===== config.mk =====
export PLATFORM = sky130hd
export DESIGN_NAME = spec_line_tracker
export DESIGN_NICKNAME = d
export VERILOG_FILES = /design/src/rtl/slt_pkg.sv /design/src/rtl/slt_line_slot.sv /design/src/rtl/slt_conflict_detect.sv /design/src/rtl/slt_lookup_mux.sv /design/src/rtl/spec_line_tracker.sv
export SDC_FILE = /design/constraint.sdc
export NUM_CORES = 1
export LEC_CHECK = 0
export ABC_AREA = 0
export ABC_CLOCK_PERIOD_IN_PS = 3610
export BUFFER_PORTS_ARGS = -buffer_cell sky130_fd_sc_hd__buf_4
export CAP_MARGIN = 0
export CORE_ASPECT_RATIO = 1.75
export CORE_UTILIZATION = 44
export DETAILED_ROUTE_END_ITERATION = 7
export HOLD_SLACK_MARGIN = 0.1
export SLEW_MARGIN = 0
export SYNTH_ARGS = -nofsm -noshare
export SYNTH_HDL_FRONTEND = slang
export SYNTH_HIERARCHICAL = 1
export SYNTH_SLANG_ARGS = --single-unit

===== constraint.sdc =====
create_clock -name clk -period 3.61 [get_ports clk]
set_input_delay 0.722 -clock clk [delete_from_list [all_inputs] [get_ports clk]]
set_output_delay 0.722 -clock clk [all_outputs]
set_load 0.01 [all_outputs]

===== src/rtl/slt_pkg.sv =====
// Shared types for the speculative line tracker.
// Assumes: none; holds only type declarations.
package slt_pkg;

    // Per-line status: present, read by this transaction, written by it
    typedef struct packed {
        logic valid;
        logic rd;
        logic md;
    } line_flags_t;

    // What a snooped commit-packet entry asks of a hit line
    typedef enum logic [1:0] {
        SNP_NONE   = 2'd0,
        SNP_INVAL  = 2'd1,
        SNP_UPDATE = 2'd2
    } snp_act_t;

endpackage


===== src/rtl/slt_line_slot.sv =====
// One cache line's tag, data and speculative marks.
// Applies, in one cycle and in this order: the snoop action, then rollback
// or commit clearing, then the local access.
// Assumes: snp_hit already includes index and tag match; rollback and
// commit_clr are never both high.
module slt_line_slot
    import slt_pkg::*;
#(
    parameter int TAG_W  = 5,
    parameter int DATA_W = 16
) (
    input  logic              clk,
    input  logic              rst_n,
    input  logic              snp_hit,
    input  snp_act_t          snp_act,
    input  logic [DATA_W-1:0] snp_data,
    input  logic              rollback,
    input  logic              commit_clr,
    input  logic              loc_sel,
    input  logic              loc_write,
    input  logic [TAG_W-1:0]  loc_tag,
    input  logic [DATA_W-1:0] loc_data,
    output line_flags_t       flags_o,
    output logic [TAG_W-1:0]  tag_o,
    output logic [DATA_W-1:0] data_o
);

    line_flags_t       flags_q, flags_d;
    logic [TAG_W-1:0]  tag_q, tag_d;
    logic [DATA_W-1:0] data_q, data_d;
    logic              now_hit;

    // Next-state: snoop first, then transaction end, then local access
    always_comb begin
        flags_d = flags_q;
        tag_d   = tag_q;
        data_d  = data_q;
        if (snp_hit && !flags_q.md) begin
            if (snp_act == SNP_UPDATE) begin
                data_d = snp_data;
            end else begin
                flags_d.valid = 1'b0;
            end
        end
        if (rollback) begin
            flags_d.rd = 1'b0;
            if (flags_d.md) begin
                flags_d.valid = 1'b0;
                flags_d.md    = 1'b0;
            end
        end else if (commit_clr) begin
            flags_d.rd = 1'b0;
            flags_d.md = 1'b0;
        end
        now_hit = flags_d.valid && (tag_d == loc_tag);
        if (loc_sel) begin
            if (!now_hit) begin
                flags_d.valid = 1'b1;
                flags_d.rd    = 1'b0;
                flags_d.md    = 1'b0;
                tag_d         = loc_tag;
                data_d        = loc_data;
            end
            if (loc_write) begin
                flags_d.md = 1'b1;
                data_d     = loc_data;
            end else begin
                flags_d.rd = 1'b1;
            end
        end
    end

    // Line state register with synchronous reset
    always_ff @(posedge clk) begin
        if (!rst_n) begin
            flags_q <= '0;
            tag_q   <= '0;
            data_q  <= '0;
        end else begin
            flags_q <= flags_d;
            tag_q   <= tag_d;
            data_q  <= data_d;
        end
    end

    assign flags_o = flags_q;
    assign tag_o   = tag_q;
    assign data_o  = data_q;

endmodule


===== src/rtl/slt_conflict_detect.sv =====
// Matches a snooped address against every line and flags a conflict when
// the hit line carries a read mark.
// Assumes: a snooped address can select at most one line (direct-mapped).
module slt_conflict_detect #(
    parameter int NUM_LINES = 8,
    parameter int IDX_W     = 3,
    parameter int TAG_W     = 5
) (
    input  logic                              snp_valid,
    input  logic [IDX_W-1:0]                  snp_idx,
    input  logic [TAG_W-1:0]                  snp_tag,
    input  logic [NUM_LINES-1:0]              vld_vec,
    input  logic [NUM_LINES-1:0]              rd_vec,
    input  logic [NUM_LINES-1:0][TAG_W-1:0]   tags,
    output logic [NUM_LINES-1:0]              snp_hit_vec,
    output logic                              conflict
);

    // Per-line hit: snoop present, index selects it, valid, same tag
    for (genvar i = 0; i < NUM_LINES; i++) begin : g_match
        localparam logic [IDX_W-1:0] SLOT_IDX = IDX_W'(i);
        assign snp_hit_vec[i] = snp_valid && (snp_idx == SLOT_IDX)
                                && vld_vec[i] && (tags[i] == snp_tag);
    end

    // A hit on a line this transaction has read is a violation
    assign conflict = |(snp_hit_vec & rd_vec);

endmodule


===== src/rtl/slt_lookup_mux.sv =====
// Reports the state of the line selected by the local address: hit, marks
// and data, all forced to 0 on a miss.
// Assumes: NUM_LINES equals 2**IDX_W.
module slt_lookup_mux #(
    parameter int NUM_LINES = 8,
    parameter int IDX_W     = 3,
    parameter int TAG_W     = 5,
    parameter int DATA_W    = 16
) (
    input  logic [IDX_W-1:0]                 idx,
    input  logic [TAG_W-1:0]                 tag,
    input  logic [NUM_LINES-1:0]             vld_vec,
    input  logic [NUM_LINES-1:0]             rd_vec,
    input  logic [NUM_LINES-1:0]             md_vec,
    input  logic [NUM_LINES-1:0][TAG_W-1:0]  tags,
    input  logic [NUM_LINES-1:0][DATA_W-1:0] datas,
    output logic                             hit,
    output logic                             rbit,
    output logic                             mbit,
    output logic [DATA_W-1:0]                rdata
);

    // Select the indexed line and gate its state with the tag compare
    always_comb begin
        hit   = vld_vec[idx] && (tags[idx] == tag);
        rbit  = hit && rd_vec[idx];
        mbit  = hit && md_vec[idx];
        rdata = hit ? datas[idx] : '0;
    end

endmodule


===== src/rtl/spec_line_tracker.sv =====
// Top of the speculative line tracker: per-line read and modified marks,
// snoop handling of commit-packet entries, violation pulse and rollback.
// Assumes: NUM_LINES is a power of two, at least 2; a local access never
// replaces a line that still carries a mark of another tag.
module spec_line_tracker
    import slt_pkg::*;
#(
    parameter int NUM_LINES = 8,
    parameter int ADDR_W    = 8,
    parameter int DATA_W    = 16
) (
    input  logic              clk,
    input  logic              rst_n,
    input  logic              loc_req,
    input  logic              loc_write,
    input  logic [ADDR_W-1:0] loc_addr,
    input  logic [DATA_W-1:0] loc_data,
    output logic              loc_hit,
    output logic              loc_rbit,
    output logic              loc_mbit,
    output logic [DATA_W-1:0] loc_rdata,
    input  logic              tx_commit,
    input  logic              snp_valid,
    input  logic              snp_has_data,
    input  logic [ADDR_W-1:0] snp_addr,
    input  logic [DATA_W-1:0] snp_data,
    output logic              viol
);

    localparam int IDX_W = $clog2(NUM_LINES);
    localparam int TAG_W = ADDR_W - IDX_W;

    logic [IDX_W-1:0]                 loc_idx, snp_idx;
    logic [TAG_W-1:0]                 loc_tag, snp_tag;
    logic [NUM_LINES-1:0]             vld_vec, rd_vec, md_vec, snp_hit_vec;
    logic [NUM_LINES-1:0][TAG_W-1:0]  tags;
    logic [NUM_LINES-1:0][DATA_W-1:0] datas;
    logic                             conflict, commit_clr;
    logic                             viol_q;
    snp_act_t                         snp_act;

    // Address split: low bits pick the line, the rest form the tag
    assign loc_idx = loc_addr[IDX_W-1:0];
    assign loc_tag = loc_addr[ADDR_W-1:IDX_W];
    assign snp_idx = snp_addr[IDX_W-1:0];
    assign snp_tag = snp_addr[ADDR_W-1:IDX_W];

    // Snoop entry form: address-only invalidates, address+data updates
    always_comb begin
        if (!snp_valid)        snp_act = SNP_NONE;
        else if (snp_has_data) snp_act = SNP_UPDATE;
        else                   snp_act = SNP_INVAL;
    end

    slt_conflict_detect #(
        .NUM_LINES (NUM_LINES),
        .IDX_W     (IDX_W),
        .TAG_W     (TAG_W)
    ) u_conflict (
        .snp_valid   (snp_valid),
        .snp_idx     (snp_idx),
        .snp_tag     (snp_tag),
        .vld_vec     (vld_vec),
        .rd_vec      (rd_vec),
        .tags        (tags),
        .snp_hit_vec (snp_hit_vec),
        .conflict    (conflict)
    );

    // A violation in the same cycle overrides the local commit
    assign commit_clr = tx_commit && !conflict;

    for (genvar i = 0; i < NUM_LINES; i++) begin : g_line
        localparam logic [IDX_W-1:0] SLOT_IDX = IDX_W'(i);
        line_flags_t flags;

        slt_line_slot #(
            .TAG_W  (TAG_W),
            .DATA_W (DATA_W)
        ) u_slot (
            .clk        (clk),
            .rst_n      (rst_n),
            .snp_hit    (snp_hit_vec[i]),
            .snp_act    (snp_act),
            .snp_data   (snp_data),
            .rollback   (conflict),
            .commit_clr (commit_clr),
            .loc_sel    (loc_req && (loc_idx == SLOT_IDX)),
            .loc_write  (loc_write),
            .loc_tag    (loc_tag),
            .loc_data   (loc_data),
            .flags_o    (flags),
            .tag_o      (tags[i]),
            .data_o     (datas[i])
        );

        assign vld_vec[i] = flags.valid;
        assign rd_vec[i]  = flags.rd;
        assign md_vec[i]  = flags.md;
    end

    slt_lookup_mux #(
        .NUM_LINES (NUM_LINES),
        .IDX_W     (IDX_W),
        .TAG_W     (TAG_W),
        .DATA_W    (DATA_W)
    ) u_lookup (
        .idx     (loc_idx),
        .tag     (loc_tag),
        .vld_vec (vld_vec),
        .rd_vec  (rd_vec),
        .md_vec  (md_vec),
        .tags    (tags),
        .datas   (datas),
        .hit     (loc_hit),
        .rbit    (loc_rbit),
        .mbit    (loc_mbit),
        .rdata   (loc_rdata)
    );

    // Violation pulse: registered copy of this cycle's conflict
    always_ff @(posedge clk) begin
        if (!rst_n) viol_q <= 1'b0;
        else        viol_q <= conflict;
    end

    assign viol = viol_q;

endmodule


==> impl_metrics.yaml <==
floorplan:
  core_sq_um: 27870
  die_area_sq_um: 29030
  initial_core_util: 0.4472
  io_pins: 75
  die_x_um: 129.2
  die_y_um: 224.6
  fp-row-count: 81
pwr:
  power_density_nw_per_um2: 340.4
  vdd_ir_drop_max_uv: 347.6
  leakagePower_nw: 4.721
drt:
  vias_per_cell: 5.901
  wl_per_cell_um: 23.02
  ant_nets: 0
  routed.top_layer: "met4"
  finalWirelength_um: 39180
  first_iter_violations: 688
  wl_met2_um: 20050
  drc: 0
  via_count: 10040
  drt-pass1-iter-count: 5
  wl_met3_um: 1766
  wl_met1_um: 15010
timing:
  rsz0062_at_grt: "false"
  tightest_slew_ns: 0.7975
  clock.fmax_mhz: 282.1
  setup-tns-final_ns: 0
  final_hold_viol_count: 0
  report.final.slew_viol_count: 0
  skew_ns: 0.01231
  fin_crit_sh: 0.9819
  max_slew_margin: 0.4658
  setup_viol: 0
  min_period_ns: 3.545
worst_setup_path:
  critPathMaxFanout: 18
  max_stage_delay_ns: 0.66
  cp.buffers_inverters: 3
  cp.required_ns: 4.00
  rr_worst_depth: 12
  critical_path_class: "reg2reg"
  path_depth: 12
  crit_chain: "xnor2_1, nand4_1, nor4_2, buf_4, a22oi_1, nand4_1, buf_12, nand2_1, o311a_4, a41oi_4, buf_12, mux2i_1"
  cp_slowest_cell: "nor4_2"
  end_kind: "register"
  cpLargestDelayFamily: "simple AND/OR/NAND/NOR gates"
  cp-start-kind: "register"
  cp.arrival_ns: 3.93
grt:
  grt_pass1_vias: 10070
  gr-total-overflow: 0
  antenna_found_initial: 1
  track_usage: 0.2817
  grt_pass1_wl_um: 60440
  grt_max_degree: 110
hold_path:
  min_path_cells: 2
  hold_class: "reg2reg"
yosys:
  synth.distinct_cells: 45
  async_reset_ff_frac: 0
  ys_warn_count: 6
  syn_inst: 1256
  synth_seq_cells: 193
  synth_seq_area_share: 0.3100
  synth_area_sq_um: 12460
  synth_edf_count: 0
  avgSynthCellArea_sq_um: 9.923
  synth_nets: 1311
  synth_ff_type: "dfxtp_1"
layout:
  layout.cells.non_filler: 1702
  drive_gt1_frac: 0.2003
  layout.area.seq_sq_um: 3864
  final_common_cell: "mux2i_1"
  final_nets: 1370
  multi_input_area_sq_um: 7941
  fillCellCount: 2606
  syn_to_final_growth_pct: 13.18
  fin_util: 0.5061
  final_cell_mix: "206 x mux2i_1, 193 x dfxtp_1, 160 x nand2_1, 129 x nand2b_1, 128 x o211ai_1"
clock_tree:
  clkTransAtPathRegs_ns: 0.08
  htreeDepth: 4
  clk_latency_ns: 0.46
  cts_buffers: 17
  ctsHoldBuffers: 0
  cts_tree: "built"
  cts_root_buf: "clkbuf_16"
  clock_sinks: 193
  cts_resized: 0
  cts_buffer_depth: 2
outcome:
  status: "finished, final reports clean"
place:
  placed_cells: 1668
  gp_congestion: 0.9439
  hpwl_um: 26800
  port-buffer-count: 74
flow_run:
  cap_viol_max_count: 0
## timing repair
item	CTS	global route
endpoints found under the setup margin	0	11
hold endpoints to repair	0	0
buffers inserted	0	1
## per-stage QoR
stage | power, W | hold WS [ns] | setup WS (ns) | area (sq um)
after floorplan | 0.002669 | 0.4539 | 0.4779 | 12460
after global placement | 0.002893 | 0.4903 | 0.1482 | 13500
after detailed placement | 0.002903 | 0.4852 | 0.08607 | 13500
after CTS | 0.004830 | 0.4952 | 0.07542 | 14080
after global routing | 0.004963 | 0.5054 | 0.02408 | 14110
final | 0.004802 | 0.5032 | 0.06531 | 14110
## final timing paths
path         slack, ns                                      to                                    from
max               0.07   g_line[6].u_slot/data_o[6]$_SDFF_PN0_  g_line[3].u_slot/tag_o[0]$_SDFFE_PN0P_
min               0.50  g_line[4].u_slot/flags_o[1]$_SDFF_PN0_  g_line[4].u_slot/flags_o[1]$_SDFF_PN0_
max reg2reg       0.07   g_line[6].u_slot/data_o[6]$_SDFF_PN0_  g_line[3].u_slot/tag_o[0]$_SDFFE_PN0P_
min reg2reg       0.50  g_line[4].u_slot/flags_o[1]$_SDFF_PN0_  g_line[4].u_slot/flags_o[1]$_SDFF_PN0_
## final cells by class
type                            instances  area share
Multi-Input combinational cell        946      0.5630
Clock inverter                         14     0.01038
Clock buffer                           18     0.03113
Antenna cell                            1   0.0001774
Timing Repair Buffer                  133     0.08196
Inverter                               24    0.006386
Tap cell                              373     0.03309
Sequential cell                       193      0.2739
## synthesized netlist by cell type (all sizes together) (3+ instances only)
master  count  share of area
a22oi       4         0.0024
a31oi       8         0.0040
a41oi       8          0.018
and2        3         0.0015
and4b       3         0.0026
and4bb     11          0.011
buf        44          0.031
clkbuf     49          0.015
dfxtp     193           0.31
inv        24         0.0072
mux2i     206           0.17
mux4       43          0.079
nand2     160          0.048
nand2b    129          0.065
nand3       3         0.0012
nand4      14         0.0082
nor2       15         0.0047
nor2b      53          0.031
nor3       26          0.017
nor3b       8         0.0048
nor4        3         0.0037
o211ai    129          0.079
o21a        8         0.0048
o22ai      16         0.0080
o311a       8          0.014
xnor2      33          0.023
xor2       52          0.038
## per-layer routing
metal / track usage / vias up
li1: - / 4641
met1: 0.3144 / 4975
met2: 0.4894 / 323
met3: 0.04876 / 105
met4: 0.1761 / 0
met5: 0 / -
## worst register-to-register path, stage by stage (launching register included)
cell and delay [ns]:
dfxtp_1 0.59, xnor2_1 0.17, nand4_1 0.36, nor4_2 0.66
buf_4 0.26, a22oi_1 0.09, nand4_1 0.18, buf_12 0.18
nand2_1 0.08, o311a_4 0.17, a41oi_4 0.26, buf_12 0.24
mux2i_1 0.24
## report_power, final
part	switching [W]	internal, W	total (W)
sequential	0.0000437	0.00217	0.00222
combinational	0.000365	0.000277	0.000642
clock	0.000947	0.000996	0.00194
## cells by family (layout without fill, tap and decap cells)
kind of cell / after synthesis / count (layout) / synth area share
buffers and inverters: 117 / 189 / 0.05301
xor gates and xnor gates: 85 / 85 / 0.06094
DFF: 193 / 193 / 0.3100
muxes: 249 / 249 / 0.2447
and+or+nand+nor: 431 / 431 / 0.2020
other: 0 / 1 / 0
AOI/OAI and AO/OA: 181 / 181 / 0.1294
## registers in the layout, indices dropped and copies added, names as in the netlist
| register | cells |
|---|---|
| g_line.u_slot/data_o | 128 |
| g_line.u_slot/tag_o | 40 |
| g_line.u_slot/flags_o | 24 |
| viol | 1 |
Power figures use the tool's default switching activity.
